$ cat config.mk
export PLATFORM = sky130hd
export DESIGN_NAME = spitx_pad_inserter
export DESIGN_NICKNAME = d
export VERILOG_FILES = /design/src/rtl/spitx_pkg.sv /design/src/rtl/spitx_sync.sv /design/src/rtl/spitx_frame.sv /design/src/rtl/spitx_arm.sv /design/src/rtl/spitx_shift.sv /design/src/rtl/spitx_pad_inserter.sv
export SDC_FILE = /design/constraint.sdc
export NUM_CORES = 1
export LEC_CHECK = 0
export BUFFER_PORTS_ARGS = -buffer_cell sky130_fd_sc_hd__buf_2
export CORE_MARGIN = 5
export CORE_UTILIZATION = 50
export DETAILED_ROUTE_END_ITERATION = 8
export GPL_ROUTABILITY_DRIVEN = 0
export PLACE_DENSITY = 0.78
export SLEW_MARGIN = 20
export SYNTH_ARGS = -nofsm -noshare
export SYNTH_HDL_FRONTEND = slang
export SYNTH_SLANG_ARGS = --single-unit
export TNS_END_PERCENT = 1
$ cat constraint.sdc
create_clock -name clk -period 1.51 [get_ports clk]
set_input_delay 0.151 -clock clk [delete_from_list [all_inputs] [get_ports clk]]
set_output_delay 0.151 -clock clk [all_outputs]
set_load 0.01 [all_outputs]
$ cat src/rtl/spitx_pkg.sv
package spitx_pkg;

  // Where the next serialised byte comes from.
  typedef enum logic [1:0] {
    SRC_FIFO = 2'd0,
    SRC_PAD  = 2'd1,
    SRC_FILL = 2'd2
  } src_e;

  // An empty FIFO forces a fill byte. An owed pad goes ahead of fresh data.
  function automatic src_e pick_src(input logic fifo_empty, input logic owed);
    if (fifo_empty)  return SRC_FILL;
    else if (owed)   return SRC_PAD;
    else             return SRC_FIFO;
  endfunction

endpackage

$ cat src/rtl/spitx_sync.sv
module spitx_sync #(
  parameter int             W       = 1,
  parameter int             STAGES  = 2,
  parameter logic [W-1:0]   RST_VAL = '0
) (
  input  logic         clk,
  input  logic         rst_n,
  input  logic [W-1:0] d_i,
  output logic [W-1:0] q_o
);

  for (genvar g = 0; g < W; g++) begin : g_bit
    logic [STAGES-1:0] chain;
    always_ff @(posedge clk or negedge rst_n) begin
      if (!rst_n) chain <= {STAGES{RST_VAL[g]}};
      else        chain <= {chain[STAGES-2:0], d_i[g]};
    end
    assign q_o[g] = chain[STAGES-1];
  end

endmodule

$ cat src/rtl/spitx_frame.sv
module spitx_frame #(
  parameter int DW = 8
) (
  input  logic clk,
  input  logic rst_n,
  input  logic sck_s_i,
  input  logic ssel_n_s_i,
  output logic sel_o,
  output logic sck_fall_o,
  output logic load_evt_o,
  output logic shift_evt_o,
  output logic busy_o
);

  localparam int CW = (DW > 2) ? $clog2(DW) : 1;
  localparam logic [CW-1:0] LAST_BIT = CW'(DW - 1);

  logic          sck_q;
  logic          sel_q;
  logic          need_load;
  logic [CW-1:0] bit_cnt;
  logic          sck_rise;
  logic          sel_start;
  logic          byte_end;

  assign sel_o       = ~ssel_n_s_i;
  assign sck_rise    = sel_o & sck_s_i & ~sck_q;
  assign sck_fall_o  = sel_o & ~sck_s_i & sck_q;
  assign sel_start   = sel_o & ~sel_q;
  assign byte_end    = sck_rise & (bit_cnt == LAST_BIT);
  assign load_evt_o  = sel_start | (sck_fall_o & need_load);
  assign shift_evt_o = sck_fall_o & ~need_load;

  always_ff @(posedge clk or negedge rst_n) begin
    if (!rst_n) begin
      sck_q <= 1'b0;
      sel_q <= 1'b0;
    end else begin
      sck_q <= sck_s_i;
      sel_q <= sel_o;
    end
  end

  always_ff @(posedge clk or negedge rst_n) begin
    if (!rst_n) begin
      bit_cnt   <= '0;
      need_load <= 1'b0;
      busy_o    <= 1'b0;
    end else if (!sel_o) begin
      bit_cnt   <= '0;
      need_load <= 1'b0;
      busy_o    <= 1'b0;
    end else begin
      if (sck_rise) bit_cnt <= byte_end ? '0 : bit_cnt + 1'b1;
      if (byte_end)        need_load <= 1'b1;
      else if (load_evt_o) need_load <= 1'b0;
      if (load_evt_o)      busy_o <= 1'b1;
      else if (byte_end)   busy_o <= 1'b0;
    end
  end

endmodule

$ cat src/rtl/spitx_arm.sv
module spitx_arm (
  input  logic clk,
  input  logic rst_n,
  input  logic sel_i,
  input  logic rx_valid_i,
  input  logic fifo_empty_i,
  input  logic pad_load_i,
  output logic armed_o,
  output logic owed_o
);

  always_ff @(posedge clk or negedge rst_n) begin
    if (!rst_n) begin
      armed_o <= 1'b0;
      owed_o  <= 1'b0;
    end else if (!sel_i) begin
      armed_o <= 1'b0;
      owed_o  <= 1'b0;
    end else begin
      armed_o <= armed_o | rx_valid_i;
      owed_o  <= armed_o & ~pad_load_i & (owed_o | fifo_empty_i);
    end
  end

endmodule

$ cat src/rtl/spitx_shift.sv
module spitx_shift
  import spitx_pkg::*;
#(
  parameter int DW = 8
) (
  input  logic          clk,
  input  logic          rst_n,
  input  logic          sel_i,
  input  logic          load_evt_i,
  input  logic          shift_evt_i,
  input  logic          owed_i,
  input  logic          pad_cfg_i,
  input  logic          fifo_empty_i,
  input  logic [DW-1:0] fifo_data_i,
  output logic          pop_o,
  output logic          pad_load_o,
  output logic          underrun_o,
  output logic          miso_o
);

  localparam logic [DW-1:0] ONES = {DW{1'b1}};

  function automatic logic [DW-1:0] pad_value(input logic cfg, input logic [DW-1:0] last);
    return cfg ? last : ONES;
  endfunction

  src_e          src;
  logic [DW-1:0] sh;
  logic [DW-1:0] last_q;
  logic [DW-1:0] load_val;

  assign src        = pick_src(fifo_empty_i, owed_i);
  assign load_val   = (src == SRC_FIFO) ? fifo_data_i : pad_value(pad_cfg_i, last_q);
  assign pop_o      = load_evt_i & (src == SRC_FIFO);
  assign pad_load_o = load_evt_i & (src == SRC_PAD);
  assign miso_o     = sh[DW-1];

  always_ff @(posedge clk or negedge rst_n) begin
    if (!rst_n) begin
      sh         <= ONES;
      last_q     <= ONES;
      underrun_o <= 1'b0;
    end else begin
      underrun_o <= load_evt_i & (src == SRC_FILL);
      if (load_evt_i) last_q <= load_val;
      if (!sel_i)           sh <= ONES;
      else if (load_evt_i)  sh <= load_val;
      else if (shift_evt_i) sh <= {sh[DW-2:0], 1'b1};
    end
  end

endmodule

$ cat src/rtl/spitx_pad_inserter.sv
module spitx_pad_inserter #(
  parameter int DW          = 8,
  parameter int SYNC_STAGES = 2
) (
  input  logic          clk,
  input  logic          rst_n,
  input  logic          sck_i,
  input  logic          ssel_n_i,
  input  logic          rx_valid_i,
  input  logic          pad_sel_i,
  input  logic          fifo_empty_i,
  input  logic [DW-1:0] fifo_data_i,
  output logic          fifo_pop_o,
  output logic          miso_o,
  output logic          tx_idle_o,
  output logic          underrun_o
);

  logic sck_s;
  logic ssel_n_s;
  logic sel;
  logic sck_fall;
  logic load_evt;
  logic shift_evt;
  logic busy;
  logic armed;
  logic owed;
  logic pad_load;

  spitx_sync #(.W(2), .STAGES(SYNC_STAGES), .RST_VAL(2'b10)) u_sync (
    .clk   (clk),
    .rst_n (rst_n),
    .d_i   ({ssel_n_i, sck_i}),
    .q_o   ({ssel_n_s, sck_s})
  );

  spitx_frame #(.DW(DW)) u_frame (
    .clk         (clk),
    .rst_n       (rst_n),
    .sck_s_i     (sck_s),
    .ssel_n_s_i  (ssel_n_s),
    .sel_o       (sel),
    .sck_fall_o  (sck_fall),
    .load_evt_o  (load_evt),
    .shift_evt_o (shift_evt),
    .busy_o      (busy)
  );

  spitx_arm u_arm (
    .clk          (clk),
    .rst_n        (rst_n),
    .sel_i        (sel),
    .rx_valid_i   (rx_valid_i),
    .fifo_empty_i (fifo_empty_i),
    .pad_load_i   (pad_load),
    .armed_o      (armed),
    .owed_o       (owed)
  );

  spitx_shift #(.DW(DW)) u_shift (
    .clk          (clk),
    .rst_n        (rst_n),
    .sel_i        (sel),
    .load_evt_i   (load_evt),
    .shift_evt_i  (shift_evt),
    .owed_i       (owed),
    .pad_cfg_i    (pad_sel_i),
    .fifo_empty_i (fifo_empty_i),
    .fifo_data_i  (fifo_data_i),
    .pop_o        (fifo_pop_o),
    .pad_load_o   (pad_load),
    .underrun_o   (underrun_o),
    .miso_o       (miso_o)
  );

  assign tx_idle_o = fifo_empty_i & ~busy;

endmodule

==> results.json <==
{
  "synth-seq-area-share": 0.5675,
  "leakage_nw": 0.8009,
  "final_nets": 168,
  "tightest_slew_ps": 636.6,
  "seq_area_sq_um": 773.2,
  "hold_depth": 3,
  "grt_pass1_vias": 1057,
  "critPathKind": "flip-flop to flip-flop",
  "layout-drive-gt1-share": 0.4305,
  "dp_hpwl_microns": 1802,
  "synth_area_leaders": "dfstp_2 (35%), dfrtp_1 (22%), mux2i_1 (5.9%)",
  "start_util": 0.5072,
  "cp_slowest_cell": "dfrtp_1",
  "clk-insertion-delay-late_ps": 320,
  "drtIter0Drc": 49,
  "pwr-share-clk": 0.283,
  "pwr-share-comb": 0.153,
  "viasPerCell": 5.615,
  "drv_cap": 0,
  "ys.flop_type": "dfstp_2",
  "syn_inst": 118,
  "synth_xor_area_frac": 0,
  "portBuffers": 18,
  "htree_num_levels": 2,
  "yosysMostFrequentCell": "dfstp_2",
  "synth-async-reset-ratio": 1.000,
  "syn_area_sq_um": 1363,
  "ys_types": 31,
  "yosys.area.top_type": "dfstp_2",
  "p_int_mw": 1.242,
  "synth_seq_cells": 30,
  "switchingPower_mw": 0.4029,
  "required_ps": 1720,
  "yosys.area_share.simple": 0.1157,
  "cts.sinks": 30,
  "post-route-period-util": 0.9612,
  "synth_top_family_by_area": "compound AO/OA/AOI/OAI gates",
  "clkTransAtPathRegs_ps": 80,
  "grt_max_degree": 31,
  "power-per-cell-area_nw_per_um2": 1000,
  "fmax_mhz": 689.0,
  "routed_wl_microns": 2704,
  "firstDrtPassIters": 6,
  "grt_usage": 0.1613,
  "grt_pass1_wl_microns": 4864,
  "setup_viol": 0,
  "crit_chain": "or2_4, buf_4, a31o_2, a222oi_1",
  "pin_count": 19,
  "area_delta_synth_final_pct": 20.66,
  "syn-mean-instance-area_sq_um": 11.55,
  "peakVddDrop_mv": 0.8702,
  "max_slew_margin": 0.5756,
  "syn-num-nets": 135,
  "grt_antenna_before_repair": 0,
  "status": "complete, no violations",
  "power_mw": 1.645,
  "routedWlPerCell_microns": 14.86,
  "synth_compound_area_frac": 0.1625,
  "p_sw_frac": 0.2450,
  "clock_skew_ps": 9.935,
  "cts_buffers": 5,
  "yosysWarnings": 0,
  "die_h_microns": 62.20,
  "r2r.worst_path.cells": 4,
  "dieWidth_microns": 62.20,
  "synthAdderAreaFrac": 0.01837,
  "ant_nets": 0,
  "power_frac_seq": 0.565,
  "cts_tree": "built",
  "diodes": 0,
  "synthMuxAreaShare": 0.05877,
  "synth_top_area_frac": 0.3471,
  "finalHoldViolations": 0,
  "root_buffer": "clkbuf_4",
  "critPathMaxStageDelay_ps": 380,
  "drc": 0,
  "drv_slew": 0,
  "dieArea_sq_um": 3869,
  "placementRows": 19,
  "worst_slack_ps": 58.57,
  "multi_input_area_sq_um": 494.2,
  "synth_edf_count": 0,
  "rsz0062_at_grt": "true",
  "arrival_ps": 1660,
  "end_kind": "flip-flop",
  "pre_cts_ws_ps": 16.96,
  "hold_path.class": "input port to flip-flop",
  "vias": 1022,
  "fillers": 224,
  "yosys-top-cells-count": "dfstp_2 (18), inv_1 (16), dfrtp_1 (12)",
  "cts_max_path_buffers": 2,
  "period_minus_slack_ps": 1451,
  "core_area_sq_um": 2686,
  "path_max_fanout": 3,
  "overflow": 0,
  "crit_path_start_kind": "flip-flop"
}
-- power by group through the flow --
stage	registers (mW)	logic, mW	clock network, mW
CTS	0.929	0.249	0.487
detailed placement	0.944	0.232	0
global placement	0.940	0.222	0
global route	0.938	0.281	0.536
floorplan	0.940	0.152	0
finish	0.929	0.251	0.465
-- cell type report --
class,count,share of cell area
Clock buffer,7,0.03349
Inverter,16,0.03653
Multi-Input combinational cell,65,0.3006
Sequential cell,30,0.4703
Tap cell,31,0.02359
Timing Repair Buffer,33,0.1355
-- cell usage in the layout, fill, tap and decap left out, drive strengths merged, types with 2 or more instances in the layout --
cell	instances
buf	30
dfstp	18
inv	16
dfrtp	12
mux2i	8
nor3	8
a31o	8
a222oi	7
clkbuf	7
nor2	5
a21oi	4
nand3b	3
nor2b	3
nand2	3
nand2b	3
dlygate4sd3	3
ha	2
-- repair_timing --
action,4_1_cts,5_1_grt
pin swaps,1,5
hold buffers,3,0
buffers inserted,4,2
setup endpoints to repair,3,9
endpoints found under the hold margin,14,0
gates resized for setup,1,1
-- path summary, 6_finish.rpt --
check | to | start | slack [ps]
max | u_shift.sh[6]$_DFFE_PN1P_ | u_arm.owed_o$_DFF_PN0_ | 60
min | u_arm.armed_o$_DFF_PN0_ | rx_valid_i | 50
max reg2reg | u_shift.sh[6]$_DFFE_PN1P_ | u_arm.owed_o$_DFF_PN0_ | 60
min reg2reg | u_sync.g_bit[1].chain[1]$_DFF_PN1_ | u_sync.g_bit[1].chain[0]$_DFF_PN1_ | 360
max in group asynchronous | u_frame.sel_q$_DFF_PN0_ | rst_n | 710
min in group asynchronous | u_frame.busy_o$_DFFE_PN0P_ | rst_n | 380
-- registers in the layout (all words and copies together), names as in the netlist --
register / cells
u_arm.owed_o: 1
u_arm.armed_o: 1
u_frame.sck_q: 1
u_sync.g_bit.chain: 4
u_shift.underrun_o: 1
u_frame.bit_cnt: 3
u_frame.sel_q: 1
u_frame.need_load: 1
u_frame.busy_o: 1
u_shift.last_q: 8
u_shift.sh: 8
-- through the flow --
stage	setup TNS [ps]	util	instances	hold slack, ps	cell area (sq um)
after floorplan	0	-	118	-144.6	1363
after CTS	0	0.6046	180	29.68	1624
after global placement	0	0.5599	166	200.1	1504
after global routing	-90.08	0.6120	182	50.65	1644
final	0	0.6120	182	46.75	1644
after detailed placement	0	0.5599	166	210.9	1504
-- kinds of logic after synthesis --
family,count (synthesis)
buf+inv,23
fa+ha+maj,2
compound gates,26
flops,30
mux,8
simple gates,29
-- critical path, delay by kind of cell (launching register included) --
| family | cells | cell delay [ps] |
|---|---|---|
| AOI/OAI and AO/OA | 2 | 580 |
| DFF | 1 | 380 |
| and+or+nand+nor | 1 | 250 |
| buffers and inverters | 1 | 140 |
-- per-layer routing --
metal | global-route usage | wire length, microns | up-vias
li1 | - | - | 489
met1 | 0.1928 | 1137 | 499
met2 | 0.2332 | 1349 | 28
met3 | 0.06847 | 161 | 6
met4 | 0.1084 | 55 | 0
met5 | 0 | 0 | -
Note: power is estimated with default switching activity, not from simulation.
